File: config.mk
export PLATFORM = sky130hd
export DESIGN_NAME = lpc_split_host
export DESIGN_NICKNAME = d
export VERILOG_FILES = /design/src/rtl/lpc_split_pkg.sv /design/src/rtl/lpc_byte_frame.sv /design/src/rtl/lpc_req_seq.sv /design/src/rtl/lpc_split_host.sv
export SDC_FILE = /design/constraint.sdc
export NUM_CORES = 1
export LEC_CHECK = 0
export CAP_MARGIN = 20
export CORE_UTILIZATION = 50
export CTS_CLUSTER_DIAMETER = 60
export DETAILED_ROUTE_END_ITERATION = 8
export PLACE_DENSITY = 0.85
export SYNTH_ARGS = -nofsm -noshare
export SYNTH_HDL_FRONTEND = slang
export SYNTH_HIERARCHICAL = 1
export SYNTH_SLANG_ARGS = --single-unit
File: constraint.sdc
create_clock -name clk_i -period 3.4 [get_ports clk_i]
set_clock_uncertainty 0.15 [all_clocks]
set_input_delay 0.51 -clock clk_i [delete_from_list [all_inputs] [get_ports clk_i]]
set_output_delay 0.51 -clock clk_i [all_outputs]
set_load 0.02 [all_outputs]
File: src/rtl/lpc_split_pkg.sv
package lpc_split_pkg;

  typedef enum logic [3:0] {
    FR_IDLE, FR_START, FR_CTDIR, FR_ADDR, FR_WDATA,
    FR_TAR, FR_SYNC, FR_RDATA, FR_TAR2, FR_ABORT
  } frame_state_e;

  localparam logic [3:0] NIB_START  = 4'b0000;
  localparam logic [3:0] NIB_ABORT  = 4'b1111;
  localparam logic [3:0] SYNC_READY = 4'b0000;
  localparam logic [3:0] SYNC_SHORT = 4'b0101;
  localparam logic [3:0] SYNC_LONG  = 4'b0110;

  function automatic logic [3:0] cyc_code(input logic is_mem, input logic is_wr);
    return {1'b0, is_mem, is_wr, 1'b0};
  endfunction

endpackage

File: src/rtl/lpc_byte_frame.sv
module lpc_byte_frame
  import lpc_split_pkg::*;
#(
  parameter int AW         = 32,
  parameter int SYNC_TMO   = 8,
  parameter int ABORT_CLKS = 4
) (
  input  logic          clk_i,
  input  logic          rst_ni,
  input  logic          start_i,
  input  logic          io_i,
  input  logic          write_i,
  input  logic [AW-1:0] addr_i,
  input  logic [7:0]    wdata_i,
  output logic          byte_done_o,
  output logic          unclaimed_o,
  output logic [7:0]    rbyte_o,
  output logic          lframe_no,
  output logic [3:0]    lad_o,
  output logic          lad_oe_o,
  input  logic [3:0]    lad_i
);

  localparam int MEM_NIBS = AW / 4;
  localparam int IO_NIBS  = 4;
  localparam int MAXC     = (SYNC_TMO > ABORT_CLKS) ?
                            ((SYNC_TMO > MEM_NIBS) ? SYNC_TMO : MEM_NIBS) :
                            ((ABORT_CLKS > MEM_NIBS) ? ABORT_CLKS : MEM_NIBS);
  localparam int CW       = $clog2(MAXC + 1);

  frame_state_e  state_q, state_d;
  logic [CW-1:0] cnt_q, cnt_d;
  logic [AW-1:0] addr_q;
  logic [7:0]    wdata_q, rbyte_q;
  logic          io_q, write_q;
  logic [CW-1:0] addr_last;
  int            nib_sel;
  logic          sync_wait, sync_bad, tmo_hit;

  assign addr_last = io_q ? CW'(IO_NIBS - 1) : CW'(MEM_NIBS - 1);
  assign nib_sel   = int'(addr_last) - int'(cnt_q);
  assign sync_wait = (lad_i == SYNC_SHORT) || (lad_i == SYNC_LONG);
  assign sync_bad  = (lad_i != SYNC_READY) && !sync_wait;
  assign tmo_hit   = (state_q == FR_SYNC) && sync_bad && (cnt_q == CW'(SYNC_TMO - 1));

  always_comb begin
    state_d     = state_q;
    cnt_d       = cnt_q;
    lframe_no   = 1'b1;
    lad_o       = NIB_ABORT;
    lad_oe_o    = 1'b0;
    byte_done_o = 1'b0;
    case (state_q)
      FR_IDLE: if (start_i) begin
        state_d = FR_START;
        cnt_d   = '0;
      end
      FR_START: begin
        lframe_no = 1'b0;
        lad_oe_o  = 1'b1;
        lad_o     = NIB_START;
        state_d   = FR_CTDIR;
      end
      FR_CTDIR: begin
        lad_oe_o = 1'b1;
        lad_o    = cyc_code(!io_q, write_q);
        state_d  = FR_ADDR;
        cnt_d    = '0;
      end
      FR_ADDR: begin
        lad_oe_o = 1'b1;
        lad_o    = addr_q[4*nib_sel +: 4];
        if (cnt_q == addr_last) begin
          cnt_d   = '0;
          state_d = write_q ? FR_WDATA : FR_TAR;
        end else begin
          cnt_d = cnt_q + 1'b1;
        end
      end
      FR_WDATA: begin
        lad_oe_o = 1'b1;
        lad_o    = cnt_q[0] ? wdata_q[7:4] : wdata_q[3:0];
        if (cnt_q[0]) begin
          cnt_d   = '0;
          state_d = FR_TAR;
        end else begin
          cnt_d = cnt_q + 1'b1;
        end
      end
      FR_TAR: begin
        if (cnt_q == '0) begin
          lad_oe_o = 1'b1;
          cnt_d    = cnt_q + 1'b1;
        end else begin
          cnt_d   = '0;
          state_d = FR_SYNC;
        end
      end
      FR_SYNC: begin
        if (lad_i == SYNC_READY) begin
          cnt_d   = '0;
          state_d = write_q ? FR_TAR2 : FR_RDATA;
        end else if (sync_wait) begin
          cnt_d = '0;
        end else if (tmo_hit) begin
          cnt_d   = '0;
          state_d = FR_ABORT;
        end else begin
          cnt_d = cnt_q + 1'b1;
        end
      end
      FR_RDATA: begin
        if (cnt_q[0]) begin
          cnt_d   = '0;
          state_d = FR_TAR2;
        end else begin
          cnt_d = cnt_q + 1'b1;
        end
      end
      FR_TAR2: begin
        if (cnt_q[0]) begin
          cnt_d       = '0;
          byte_done_o = 1'b1;
          state_d     = FR_IDLE;
        end else begin
          cnt_d = cnt_q + 1'b1;
        end
      end
      FR_ABORT: begin
        lframe_no = 1'b0;
        lad_oe_o  = 1'b1;
        lad_o     = NIB_ABORT;
        if (cnt_q == CW'(ABORT_CLKS - 1)) begin
          cnt_d       = '0;
          byte_done_o = 1'b1;
          state_d     = FR_IDLE;
        end else begin
          cnt_d = cnt_q + 1'b1;
        end
      end
      default: state_d = FR_IDLE;
    endcase
  end

  always_ff @(posedge clk_i or negedge rst_ni) begin
    if (!rst_ni) begin
      state_q <= FR_IDLE;
      cnt_q   <= '0;
      addr_q  <= '0;
      wdata_q <= '0;
      rbyte_q <= '0;
      io_q    <= 1'b0;
      write_q <= 1'b0;
    end else begin
      state_q <= state_d;
      cnt_q   <= cnt_d;
      if (state_q == FR_IDLE && start_i) begin
        addr_q  <= addr_i;
        wdata_q <= wdata_i;
        io_q    <= io_i;
        write_q <= write_i;
        rbyte_q <= '0;
      end
      if (state_q == FR_RDATA) begin
        if (cnt_q[0]) rbyte_q[7:4] <= lad_i;
        else          rbyte_q[3:0] <= lad_i;
      end
    end
  end

  assign unclaimed_o = (state_q == FR_ABORT);
  assign rbyte_o     = unclaimed_o ? 8'hFF : rbyte_q;

  AST_START_CODE: assert property (@(posedge clk_i) disable iff (!rst_ni)
    (!lframe_no && lad_oe_o) |-> (lad_o == NIB_START || lad_o == NIB_ABORT));
  AST_START_ONE_CLK: assert property (@(posedge clk_i) disable iff (!rst_ni)
    (state_q == FR_START) |=> lframe_no);
  AST_TMO_ABORT: assert property (@(posedge clk_i) disable iff (!rst_ni)
    tmo_hit |=> (!lframe_no && lad_o == NIB_ABORT));
  AST_WAIT_NO_ABORT: assert property (@(posedge clk_i) disable iff (!rst_ni)
    (state_q == FR_SYNC && sync_wait) |=> (state_q == FR_SYNC));

endmodule

File: src/rtl/lpc_req_seq.sv
module lpc_req_seq #(
  parameter int AW = 32,
  parameter int DW = 32
) (
  input  logic          clk_i,
  input  logic          rst_ni,
  input  logic          req_valid_i,
  output logic          req_ready_o,
  input  logic [AW-1:0] req_addr_i,
  input  logic [1:0]    req_size_i,
  input  logic          req_write_i,
  input  logic          req_io_i,
  input  logic [DW-1:0] req_wdata_i,
  output logic          go_o,
  output logic [AW-1:0] sub_addr_o,
  output logic [7:0]    sub_wdata_o,
  output logic          sub_io_o,
  output logic          sub_write_o,
  input  logic          byte_done_i,
  input  logic          unclaimed_i,
  input  logic [7:0]    rbyte_i,
  output logic          done_o,
  output logic [DW-1:0] rdata_o,
  output logic          err_o
);

  localparam int NB   = DW / 8;
  localparam int IDXW = (NB > 1) ? $clog2(NB) : 1;

  logic            busy_q, go_q, done_q, err_q, io_q, write_q;
  logic [IDXW-1:0] idx_q, last_q, last_d;
  logic [AW-1:0]   base_q;
  logic [DW-1:0]   wdata_q, rdata_q;
  logic            accept;

  assign accept = req_valid_i && !busy_q;

  always_comb begin
    if (int'(req_size_i) >= $clog2(NB)) last_d = IDXW'(NB - 1);
    else                                last_d = IDXW'((1 << req_size_i) - 1);
  end

  always_ff @(posedge clk_i or negedge rst_ni) begin
    if (!rst_ni) begin
      busy_q  <= 1'b0;
      go_q    <= 1'b0;
      done_q  <= 1'b0;
      err_q   <= 1'b0;
      io_q    <= 1'b0;
      write_q <= 1'b0;
      idx_q   <= '0;
      last_q  <= '0;
      base_q  <= '0;
      wdata_q <= '0;
      rdata_q <= '0;
    end else begin
      go_q   <= 1'b0;
      done_q <= 1'b0;
      if (accept) begin
        busy_q  <= 1'b1;
        go_q    <= 1'b1;
        idx_q   <= '0;
        last_q  <= last_d;
        base_q  <= req_addr_i;
        wdata_q <= req_wdata_i;
        io_q    <= req_io_i;
        write_q <= req_write_i;
        rdata_q <= '0;
        err_q   <= 1'b0;
      end else if (busy_q && byte_done_i) begin
        if (!write_q) rdata_q[8*idx_q +: 8] <= rbyte_i;
        if (unclaimed_i) err_q <= 1'b1;
        if (idx_q == last_q) begin
          busy_q <= 1'b0;
          done_q <= 1'b1;
        end else begin
          idx_q <= idx_q + 1'b1;
          go_q  <= 1'b1;
        end
      end
    end
  end

  assign req_ready_o = !busy_q;
  assign go_o        = go_q;
  assign sub_addr_o  = base_q + AW'(idx_q);
  assign sub_wdata_o = wdata_q[8*idx_q +: 8];
  assign sub_io_o    = io_q;
  assign sub_write_o = write_q;
  assign done_o      = done_q;
  assign rdata_o     = rdata_q;
  assign err_o       = err_q;

  AST_IDX_STEP: assert property (@(posedge clk_i) disable iff (!rst_ni)
    (busy_q && byte_done_i && idx_q != last_q) |=> (idx_q == $past(idx_q) + 1'b1));
  AST_BUSY_HOLD: assert property (@(posedge clk_i) disable iff (!rst_ni)
    (busy_q && req_valid_i) |=> $stable(base_q));
  AST_DONE_PULSE: assert property (@(posedge clk_i) disable iff (!rst_ni)
    done_q |=> !done_q);

endmodule

File: src/rtl/lpc_split_host.sv
module lpc_split_host
  import lpc_split_pkg::*;
#(
  parameter int AW         = 32,
  parameter int DW         = 32,
  parameter int SYNC_TMO   = 8,
  parameter int ABORT_CLKS = 4
) (
  input  logic          clk_i,
  input  logic          rst_ni,
  input  logic          req_valid_i,
  output logic          req_ready_o,
  input  logic [AW-1:0] req_addr_i,
  input  logic [1:0]    req_size_i,
  input  logic          req_write_i,
  input  logic          req_io_i,
  input  logic [DW-1:0] req_wdata_i,
  output logic          done_o,
  output logic [DW-1:0] rdata_o,
  output logic          err_o,
  output logic          lframe_no,
  output logic [3:0]    lad_o,
  output logic          lad_oe_o,
  input  logic [3:0]    lad_i
);

  logic          go, sub_io, sub_write, byte_done, unclaimed;
  logic [AW-1:0] sub_addr;
  logic [7:0]    sub_wdata, rbyte;

  lpc_req_seq #(.AW(AW), .DW(DW)) u_seq (
    .clk_i       (clk_i),
    .rst_ni      (rst_ni),
    .req_valid_i (req_valid_i),
    .req_ready_o (req_ready_o),
    .req_addr_i  (req_addr_i),
    .req_size_i  (req_size_i),
    .req_write_i (req_write_i),
    .req_io_i    (req_io_i),
    .req_wdata_i (req_wdata_i),
    .go_o        (go),
    .sub_addr_o  (sub_addr),
    .sub_wdata_o (sub_wdata),
    .sub_io_o    (sub_io),
    .sub_write_o (sub_write),
    .byte_done_i (byte_done),
    .unclaimed_i (unclaimed),
    .rbyte_i     (rbyte),
    .done_o      (done_o),
    .rdata_o     (rdata_o),
    .err_o       (err_o)
  );

  lpc_byte_frame #(.AW(AW), .SYNC_TMO(SYNC_TMO), .ABORT_CLKS(ABORT_CLKS)) u_frame (
    .clk_i       (clk_i),
    .rst_ni      (rst_ni),
    .start_i     (go),
    .io_i        (sub_io),
    .write_i     (sub_write),
    .addr_i      (sub_addr),
    .wdata_i     (sub_wdata),
    .byte_done_o (byte_done),
    .unclaimed_o (unclaimed),
    .rbyte_o     (rbyte),
    .lframe_no   (lframe_no),
    .lad_o       (lad_o),
    .lad_oe_o    (lad_oe_o),
    .lad_i       (lad_i)
  );

  AST_DONE_IDLE: assert property (@(posedge clk_i) disable iff (!rst_ni)
    done_o |-> (req_ready_o && lframe_no));

endmodule

# Word level (Yosys, flattened, before mapping)
# Cells that the tools add are included.
[word_totals]
ff_bits = 164
input_bits = 75
output_inout_bits = 41
[op_classes]
n_addsub = 6
n_lt_le_gt_ge = 1
n_eq_ne = 26
n_shift = 5
mux = 56
n_reduce_logical = 27
[ops]
columns = ["cell", "count"]
rows = [
  ["2-to-1 mux 32 bit", 3],
  ["2-to-1 mux 4 bit", 22],
  ["one-hot mux 4 bit (10 select lines)", 1],
  ["negation 5 -> 34 bit", 1],
  ["variable shift 8 x 34 -> 32 bit, first input constant", 1],
  ["indexed part select 8 x 34 -> 32 bit", 1],
  ["adder 32 x 2 -> 32 bit", 1],
  ["bitwise mux 32 bit", 1],
  ["indexed part select 32 x 32 -> 4 bit", 1],
  ["indexed part select 32 x 6 -> 8 bit", 1],
  ["== test 4 x 3 -> 1 bit, second input constant", 7],
  ["one-hot mux 4 bit (7 select lines)", 1],
  ["2-to-1 mux 8 bit", 3],
  ["2-to-1 mux 1 bit", 17],
  ["one-hot mux 4 bit (4 select lines)", 1],
  ["== test 4 x 2 -> 1 bit, second input constant", 3],
  ["logical NOT 4 bit", 3],
  ["!= test 2 x 1 -> 1 bit, second input constant", 5],
  ["AND reduction 2 bit", 5],
  ["AND reduction 9 bit", 1],
  ["== test 4 bit, second input constant", 2],
  ["2-to-1 mux 2 bit", 4],
  ["!= test 2 bit, second input constant", 4],
  ["nonzero test 7 bit", 1],
  ["other kinds (21)", 31],
]

# Longest topological paths before layout
# Gate-level depths: netlist of the first run.
[depth]
word_depth = 10
mapped_depth = 9
ltp_nobuf = 8

# Modules after synthesis
# The synthesis of the first run kept the hierarchy.
[modules_own_cells]
columns = ["mod", "instances", "cells_each", "area_each_um2"]
rows = [
  ["lpc_req_seq", 1, 534, 5071.1],
  ["lpc_byte_frame", 1, 256, 3133.0],
]

# Worst setup path before layout of the first run
# OpenSTA, ideal clock, no wires.
[synth_path]
path_type = "reg2reg"
from = "register u_seq.idx_q[1]"
to = "register u_frame.addr_q[22]"
t_arrival_ns = 2.698
t_required_ns = 3.125
setup_slack_ns = 0.427
path_stages_with_launch = 10
path_cell_list = "dfrtp_1 -> clkbuf_1 -> inv_1 -> fa_1 -> nand3b_1 -> or3_1 -> buf_4 -> nor4_2 -> xnor2_1 -> mux2_2"
[synth_between]
elab_chain_cells = 1
[synth_lines]
columns = ["element", "line", "rtl"]
rows = [
  ["from (decl)", "lpc_req_seq.sv:31", "logic [IDXW-1:0] idx_q, last_q, last_d;"],
  ["from (signal assigned)", "lpc_req_seq.sv:77", "idx_q <= idx_q + 1'b1;"],
  ["adder 32 x 2 -> 32 bit", "lpc_req_seq.sv:86", "assign sub_addr_o = base_q + AW'(idx_q);"],
  ["named net sub_addr[22]", "lpc_split_host.sv:28", "logic [AW-1:0] sub_addr;"],
  ["to (signal assigned)", "lpc_byte_frame.sv:158", "addr_q <= addr_i;"],
  ["to (decl)", "lpc_byte_frame.sv:33", "logic [AW-1:0] addr_q;"],
]
# The timed path passes the listed nets, and every way through them passes these cells.
# A chain may end at the register's enable or synchronous reset.

# Worst setup path in the final report of the first run
[layout_path]
from = "register u_frame.state_q[0]"
to = "output lad_o[1]"
[layout_between]
elab_chain_cells = 2
elab_cells_between_ends = 5
[layout_lines]
columns = ["element", "line", "rtl"]
rows = [
  ["from (decl)", "lpc_byte_frame.sv:31", "frame_state_e state_q, state_d;"],
  ["from (signal assigned)", "lpc_byte_frame.sv:155", "state_q <= state_d;"],
  ["== test 4 x 3 -> 1 bit, or another cell as far along", "lpc_byte_frame.sv:53", "case (state_q)"],
  ["one-hot mux 4 bit (4 select lines) (*)", "lpc_byte_frame.sv:53", ""],
  ["to (decl)", "lpc_split_host.sv:22", "output logic [3:0] lad_o,"],
]
# Mark *: on every way between the ends. The rest lies on a longest branch, timed or not.

==> results of run 1 <==
==> path summary, 6_finish.rpt <==
check,slack (ns),start,to
setup / recovery,0.14,u_frame/state_q[0],lad_o[1]
hold / removal,0.32,u_seq/wdata_q[18],u_seq/wdata_q[18]
setup reg to reg,0.47,u_frame/cnt_q[0],u_seq/rdata_o[17]
hold reg to reg,0.32,u_seq/wdata_q[18],u_seq/wdata_q[18]
max in group asynchronous,1.77,rst_ni,u_frame/addr_q[16]
min in group asynchronous,0.43,rst_ni,u_frame/rbyte_q[7]
==> cells in the final DEF, fill, tap and decap left out, types with 12 or more instances in the layout <==
cell             netlist  final
xor2_1                15     15
o21ai_0               35     35
mux2_2                43     43
clkbuf_16              0     17
nor2_1                22     22
xnor2_1               19     19
ha_1                  12     12
clkdlybuf4s50_1        0    113
nand2_1              239    239
inv_1                 23     23
dfrtp_1              164    164
mux4_2                16     16
a22o_1                24     24
==> cell usage after synthesis, types with 2 or more instances <==
library cell / number
nor4_2: 5
and4_1: 2
a21oi_1: 10
mux4_2: 16
buf_1: 7
mux2_2: 43
nor3_2: 6
nor4_1: 2
nand4_1: 5
nand4_4: 2
mux2i_1: 11
a22oi_1: 2
ha_1: 12
nor4_4: 3
nor2_1: 22
and3_1: 3
or2_2: 11
nor2b_1: 6
mux2_4: 2
o22ai_1: 2
nand2b_1: 8
clkbuf_1: 18
a221oi_1: 2
or4_1: 2
xor2_1: 15
dfrtp_1: 164
xnor2_1: 19
nand4b_1: 2
a32o_1: 2
nor3_1: 5
buf_6: 4
buf_2: 13
o31ai_1: 4
nand3_1: 11
o21ai_0: 35
a22o_1: 24
inv_1: 23
nand2_1: 239
==> cells by family after synthesis <==
| kind of cell | after synthesis | synth area share (%) |
|---|---|---|
| fa+ha+maj | 13 | 2.07 |
| flops | 164 | 50.0 |
| mux | 72 | 12.0 |
| simple gates | 345 | 20.2 |
| compound gates | 96 | 8.45 |
| buf+inv | 66 | 3.63 |
| xor+xnor | 34 | 3.63 |
==> power by group <==
group / internal, mW / leakage [nW] / switching (mW) / total, mW
Sequential: 2.60 / 2.16 / 0.588 / 3.19
Clock: 1.14 / 0.282 / 0.788 / 1.93
Combinational: 1.34 / 2.19 / 1.46 / 2.80
Total: 5.08 / 4.63 / 2.84 / 7.91
==> layer usage <==
metal  vias to the layer above  share of wire [%]  track usage [%]
li1                       2901                  -                -
met1                      2934                 44             32.0
met2                       163                 50             38.0
met3                        17                5.3             4.92
met4                         0                1.3             7.46
met5                         -                  0                0
==> area by class of cell <==
cell class	instances	area share [%]
Timing Repair Buffer	128	12.6
Clock buffer	21	4.64
Multi-Input combinational cell	560	37.6
Sequential cell	164	40.4
Clock inverter	10	1.21
Inverter	23	0.851
Tap cell	216	2.66
==> state kept, by name, indices dropped and copies added, names as in the netlist, 4 cells and up <==
name and count:
u_seq/rdata_o 32, u_frame/rbyte_q 8, u_seq/base_q 32, u_seq/wdata_q 32
u_frame/cnt_q 4, u_frame/wdata_q 8, u_frame/addr_q 32, u_frame/state_q 4
==> per-stage QoR <==
step	hold WS (ns)	setup slack [ns]	std cells	util, %	instance area [um^2]
floorplan	0.0644	0.427	790	-	8200
global placement	0.304	0.573	1090	59.8	9540
detailed placement	0.310	0.527	1090	59.8	9540
CTS	0.325	0.0598	1122	63.6	10100
global route	0.344	0.0555	1122	63.6	10100
finish	0.320	0.137	1122	63.6	10100
==> tightest hold or removal path, stage by stage (launching register included) <==
cell and delay, ns:
dfrtp_1 0.34, nand2_1 0.05, nand2_1 0.05
==> what timing repair did <==
action | 4_1_cts | 5_1_grt
resized for setup | 0 | 1
endpoints found under the hold margin | 46 | 0
hold buffers | 1 | 0
setup endpoints to repair | 0 | 1
==> results.sh, run 1 <==
export IMPL_drv_cap=0
export IMPL_synth_ff_type="dfrtp_1"
export IMPL_route_detailed_drc=0
export IMPL_end_kind="primary output"
export IMPL_hold_viol=0
export IMPL_clockBufferDepth=2
export IMPL_min_delay_path_depth=2
export IMPL_layout_min_cycle_time_ns=3.26
export IMPL_wl_um=18400
export IMPL_vias=6015
export IMPL_synth_avg_cell_area_um2=10.4
export IMPL_fin_setup_tns_ns=0
export IMPL_rsz0062_at_grt="false"
export IMPL_drive_gt1_share_pct=15.7
export IMPL_cts_buffers_inserted=17
export IMPL_slowest_delay_ns=0.68
export IMPL_start_util_pct=51.5
export IMPL_place_congestion=0.847
export IMPL_max_slew_worst_pin_slew_ns=1.00
export IMPL_grt_max_degree=80
export IMPL_crit_chain="and2_1, nand4b_1, o21ai_0, clkdlybuf4s50_1"
export IMPL_r2r_cells=9
export IMPL_dieArea_um2=16900
export IMPL_synth_area_um2=8200
export IMPL_clockRootBuffer="clkbuf_16"
export IMPL_p_per_area_nw_per_um2=780
export IMPL_yosys_area_top_type="dfrtp_1"
export IMPL_antenna_found_initial=0
export IMPL_htree_levels=4
export IMPL_wl_per_cell_um=16.4
export IMPL_crit_type="reg -> out"
export IMPL_setup_viol=0
export IMPL_status="complete, no violations"
export IMPL_drt_pass1_iter_count=5
export IMPL_slew_viol_final=0
export IMPL_fill_cells=1296
export IMPL_yosysWarnings=6
export IMPL_core_area_um2=15900
export IMPL_slew_limit_headroom_pct=33.3
export IMPL_synth_edf_count=0
export IMPL_irDropWorstVdd_mv=0.427
export IMPL_arrival_ns=2.60
export IMPL_netlist_cell_type_count=66
export IMPL_layout_area_overhead_vs_synth_pct=23.7
export IMPL_postSynth_asyncResetShare_pct=100
export IMPL_dp_hpwl_um=13100
export IMPL_die_h_um=130
export IMPL_required_ns=2.74
export IMPL_grt_pass1_vias=6010
export IMPL_leakagePower_nw=4.63
export IMPL_grt_usage_pct=23.6
export IMPL_crit_fanout=18
export IMPL_clock_latency_ns=0.43
export IMPL_startpoint_type="flop"
export IMPL_multi_input_area_um2=3810
export IMPL_avgViaCountPerCell=5.36
export IMPL_cts_tree="done"
export IMPL_io_buffers=115
export IMPL_slowest_stage="dfrtp_1"
export IMPL_cp_buffers_inverters=1
export IMPL_synth_fp_nets=878
export IMPL_fin_crit_sh_pct=96.0
export IMPL_fmax_mhz=306
export IMPL_antenna_left=0
export IMPL_path_clk_slew_ns=0.06
export IMPL_p_total_mw=7.91
export IMPL_cpLargestDelayFamily="flip-flops"
export IMPL_synth_seq_area_share_pct=50.0
export IMPL_num_rows=46
export IMPL_diodes=0
export IMPL_post_cts_setup_buffer_count=0
export IMPL_io_pins=116
export IMPL_drt_iter0_drc=466
export IMPL_cp_depth=4
export IMPL_hold_class="reg -> reg"
export IMPL_synthCells=790
export IMPL_final_seq_area_um2=4100
export IMPL_synth_seq_cells=164
export IMPL_grt_overflow=0
export IMPL_synthTopCellsByArea="dfrtp_1 50%, nand2_1 11%, mux2_2 5.9%"
export IMPL_nNetsFinal=982
export IMPL_grt_pass1_wl_um=30500
export IMPL_die_w_um=130
export IMPL_numClockSinks=164
export IMPL_netlist_area_leader_share_pct=50.0
Note: power is estimated with default switching activity, not from simulation.
==> run 2, diff against run 1 <==
--- a/config.mk
+++ b/config.mk
@@ -5,6 +5,7 @@
 export SDC_FILE = /design/constraint.sdc
 export NUM_CORES = 1
 export LEC_CHECK = 0
+export ABC_CLOCK_PERIOD_IN_PS = 3400
 export CAP_MARGIN = 20
 export CORE_UTILIZATION = 50
 export CTS_CLUSTER_DIAMETER = 60
==> results of run 2 <==
Final layout, timing and power as in run 1 (identical DEF).
==> run 3, diff against run 2 <==
--- a/config.mk
+++ b/config.mk
@@ -10,7 +10,7 @@
 export CORE_UTILIZATION = 50
 export CTS_CLUSTER_DIAMETER = 60
 export DETAILED_ROUTE_END_ITERATION = 8
-export PLACE_DENSITY = 0.85
+export PLACE_DENSITY = 0.72
 export SYNTH_ARGS = -nofsm -noshare
 export SYNTH_HDL_FRONTEND = slang
 export SYNTH_HIERARCHICAL = 1
==> results.sh, run 3 (synthesized netlist as in run 1, its figures left out) <==
export IMPL_max_slew_worst_pin_slew_ns=0.999
export IMPL_start_util_pct=51.5
export IMPL_end_kind="primary output"
export IMPL_die_w_um=130
export IMPL_hold_viol=0
export IMPL_dp_cells=1090
export IMPL_crit_fanout=8
export IMPL_most_common_layout_cells="239 x nand2_1, 162 x dfrtp_1, 114 x clkdlybuf4s50_1, 43 x mux2_2, 35 x o21ai_0"
export IMPL_startpoint_type="flop"
export IMPL_p_total_mw=7.90
export IMPL_leakagePower_nw=4.62
export IMPL_slew_limit_headroom_pct=33.4
export IMPL_setup_viol=0
export IMPL_hold_class="reg -> reg"
export IMPL_place_congestion=0.849
export IMPL_wl_per_cell_um=16.5
export IMPL_grt_usage_pct=23.9
export IMPL_path_clk_slew_ns=0.06
export IMPL_cts_buffers_inserted=17
export IMPL_core_area_um2=15900
export IMPL_htree_levels=4
export IMPL_grt_max_degree=96
export IMPL_r2r_slack_ns=0.42
export IMPL_nNetsFinal=982
export IMPL_route_detailed_drc=0
export IMPL_irDropWorstVdd_mv=0.411
export IMPL_reg2reg_to="u_seq/rdata_o[20]"
export IMPL_diodes=0
export IMPL_holdPathEnd="u_seq/wdata_q[11]"
export IMPL_avgViaCountPerCell=5.38
export IMPL_required_ns=2.74
export IMPL_min_delay_path_depth=2
export IMPL_status="complete, no violations"
export IMPL_grt_pass1_vias=5995
export IMPL_place_ws_ns=0.482
export IMPL_cts_tree="done"
export IMPL_stdcell_count=1123
export IMPL_antenna_found_initial=0
export IMPL_wl_um=18600
export IMPL_layout_min_cycle_time_ns=3.24
export IMPL_drt_pass1_iter_count=5
export IMPL_fmax_mhz=309
export IMPL_layout_area_overhead_vs_synth_pct=23.5
export IMPL_p_per_area_nw_per_um2=780
export IMPL_setup_ws_ns=0.161
export IMPL_numClockSinks=164
export IMPL_io_buffers=115
export IMPL_crit_path_start="u_frame/cnt_q[2]"
export IMPL_dieArea_um2=16900
export IMPL_drv_cap=0
export IMPL_fin_setup_tns_ns=0
export IMPL_fill_cells=1266
export IMPL_num_rows=46
export IMPL_final_common_cell="nand2_1"
export IMPL_clockBufferDepth=2
export IMPL_post_cts_setup_buffer_count=0
export IMPL_rsz0062_at_grt="false"
export IMPL_clockRootBuffer="clkbuf_16"
export IMPL_drt_iter0_drc=512
export IMPL_fin_crit_sh_pct=95.3
export IMPL_slew_viol_final=0
export IMPL_antenna_left=0
export IMPL_arrival_ns=2.58
export IMPL_grt_overflow=0
export IMPL_io_pins=116
export IMPL_rr_startpoint="u_frame/cnt_q[0]"
export IMPL_final_util_pct=63.6
export IMPL_clock_latency_ns=0.43
export IMPL_hp_start="u_seq/wdata_q[11]"
export IMPL_drive_gt1_share_pct=15.9
export IMPL_die_h_um=130
export IMPL_r2r_cells=9
export IMPL_dp_hpwl_um=13400
export IMPL_grt_pass1_wl_um=30900
export IMPL_crit_type="reg -> out"
export IMPL_vias=6038
-- run 3: critical path: stages, from the launching register on --
cell	delay, ns
dfrtp_1	0.45
ha_1	0.23
inv_1	0.06
ha_1	0.21
nand4b_1	0.24
o21ai_0	0.30
clkdlybuf4s50_1	0.67
-- run 3: repair_timing --
item,4_1_cts,5_1_grt
hold buffers,1,0
setup endpoints to repair,0,5
gates resized for setup,0,4
hold endpoints to repair,35,0
-- run 3: layer usage --
metal / track usage [%] / wire, um / up-vias
met4: 7.46 / 281 / 0
met3: 4.59 / 873 / 21
li1: - / - / 2897
met2: 37.9 / 8880 / 176
met1: 33.3 / 8540 / 2944
met5: 0 / 0 / -
-- run 3: area by class of cell --
class                           count  area [um^2]  share of cell area [%]
Clock buffer                       22          464                    4.58
Tap cell                          216          270                    2.67
Sequential cell                   164         4110                    40.5
Multi-Input combinational cell    560         3820                    37.6
Timing Repair Buffer              128         1270                    12.5
Clock inverter                     10          124                    1.22
Inverter                           23         86.3                   0.852
-- run 3: worst max path at each step --
stage,depth (start not counted),slack [ns],endpoint
final,6,0.16,lad_o[3]
after global placement,6,0.50,lad_o[1]
after detailed placement,9,0.48,u_seq/rdata_o[20]
after global routing,6,0.01,lad_o[2]
after CTS,4,0.06,lad_o[2]
after floorplan,9,0.43,u_frame/addr_q[22]
-- run 3: per-stage QoR --
stage / hold WS, ns / instance area (um^2)
global placement: 0.275 / 9530
detailed placement: 0.274 / 9530
floorplan: 0.0644 / 8200
global route: 0.348 / 10100
finish: 0.323 / 10100
CTS: 0.327 / 10100
-- run 3: where the power goes --
| group | total [mW] | internal [mW] | switching [mW] |
|---|---|---|---|
| logic | 2.80 | 1.34 | 1.46 |
| registers | 3.20 | 2.60 | 0.599 |
| clock network | 1.91 | 1.13 | 0.781 |
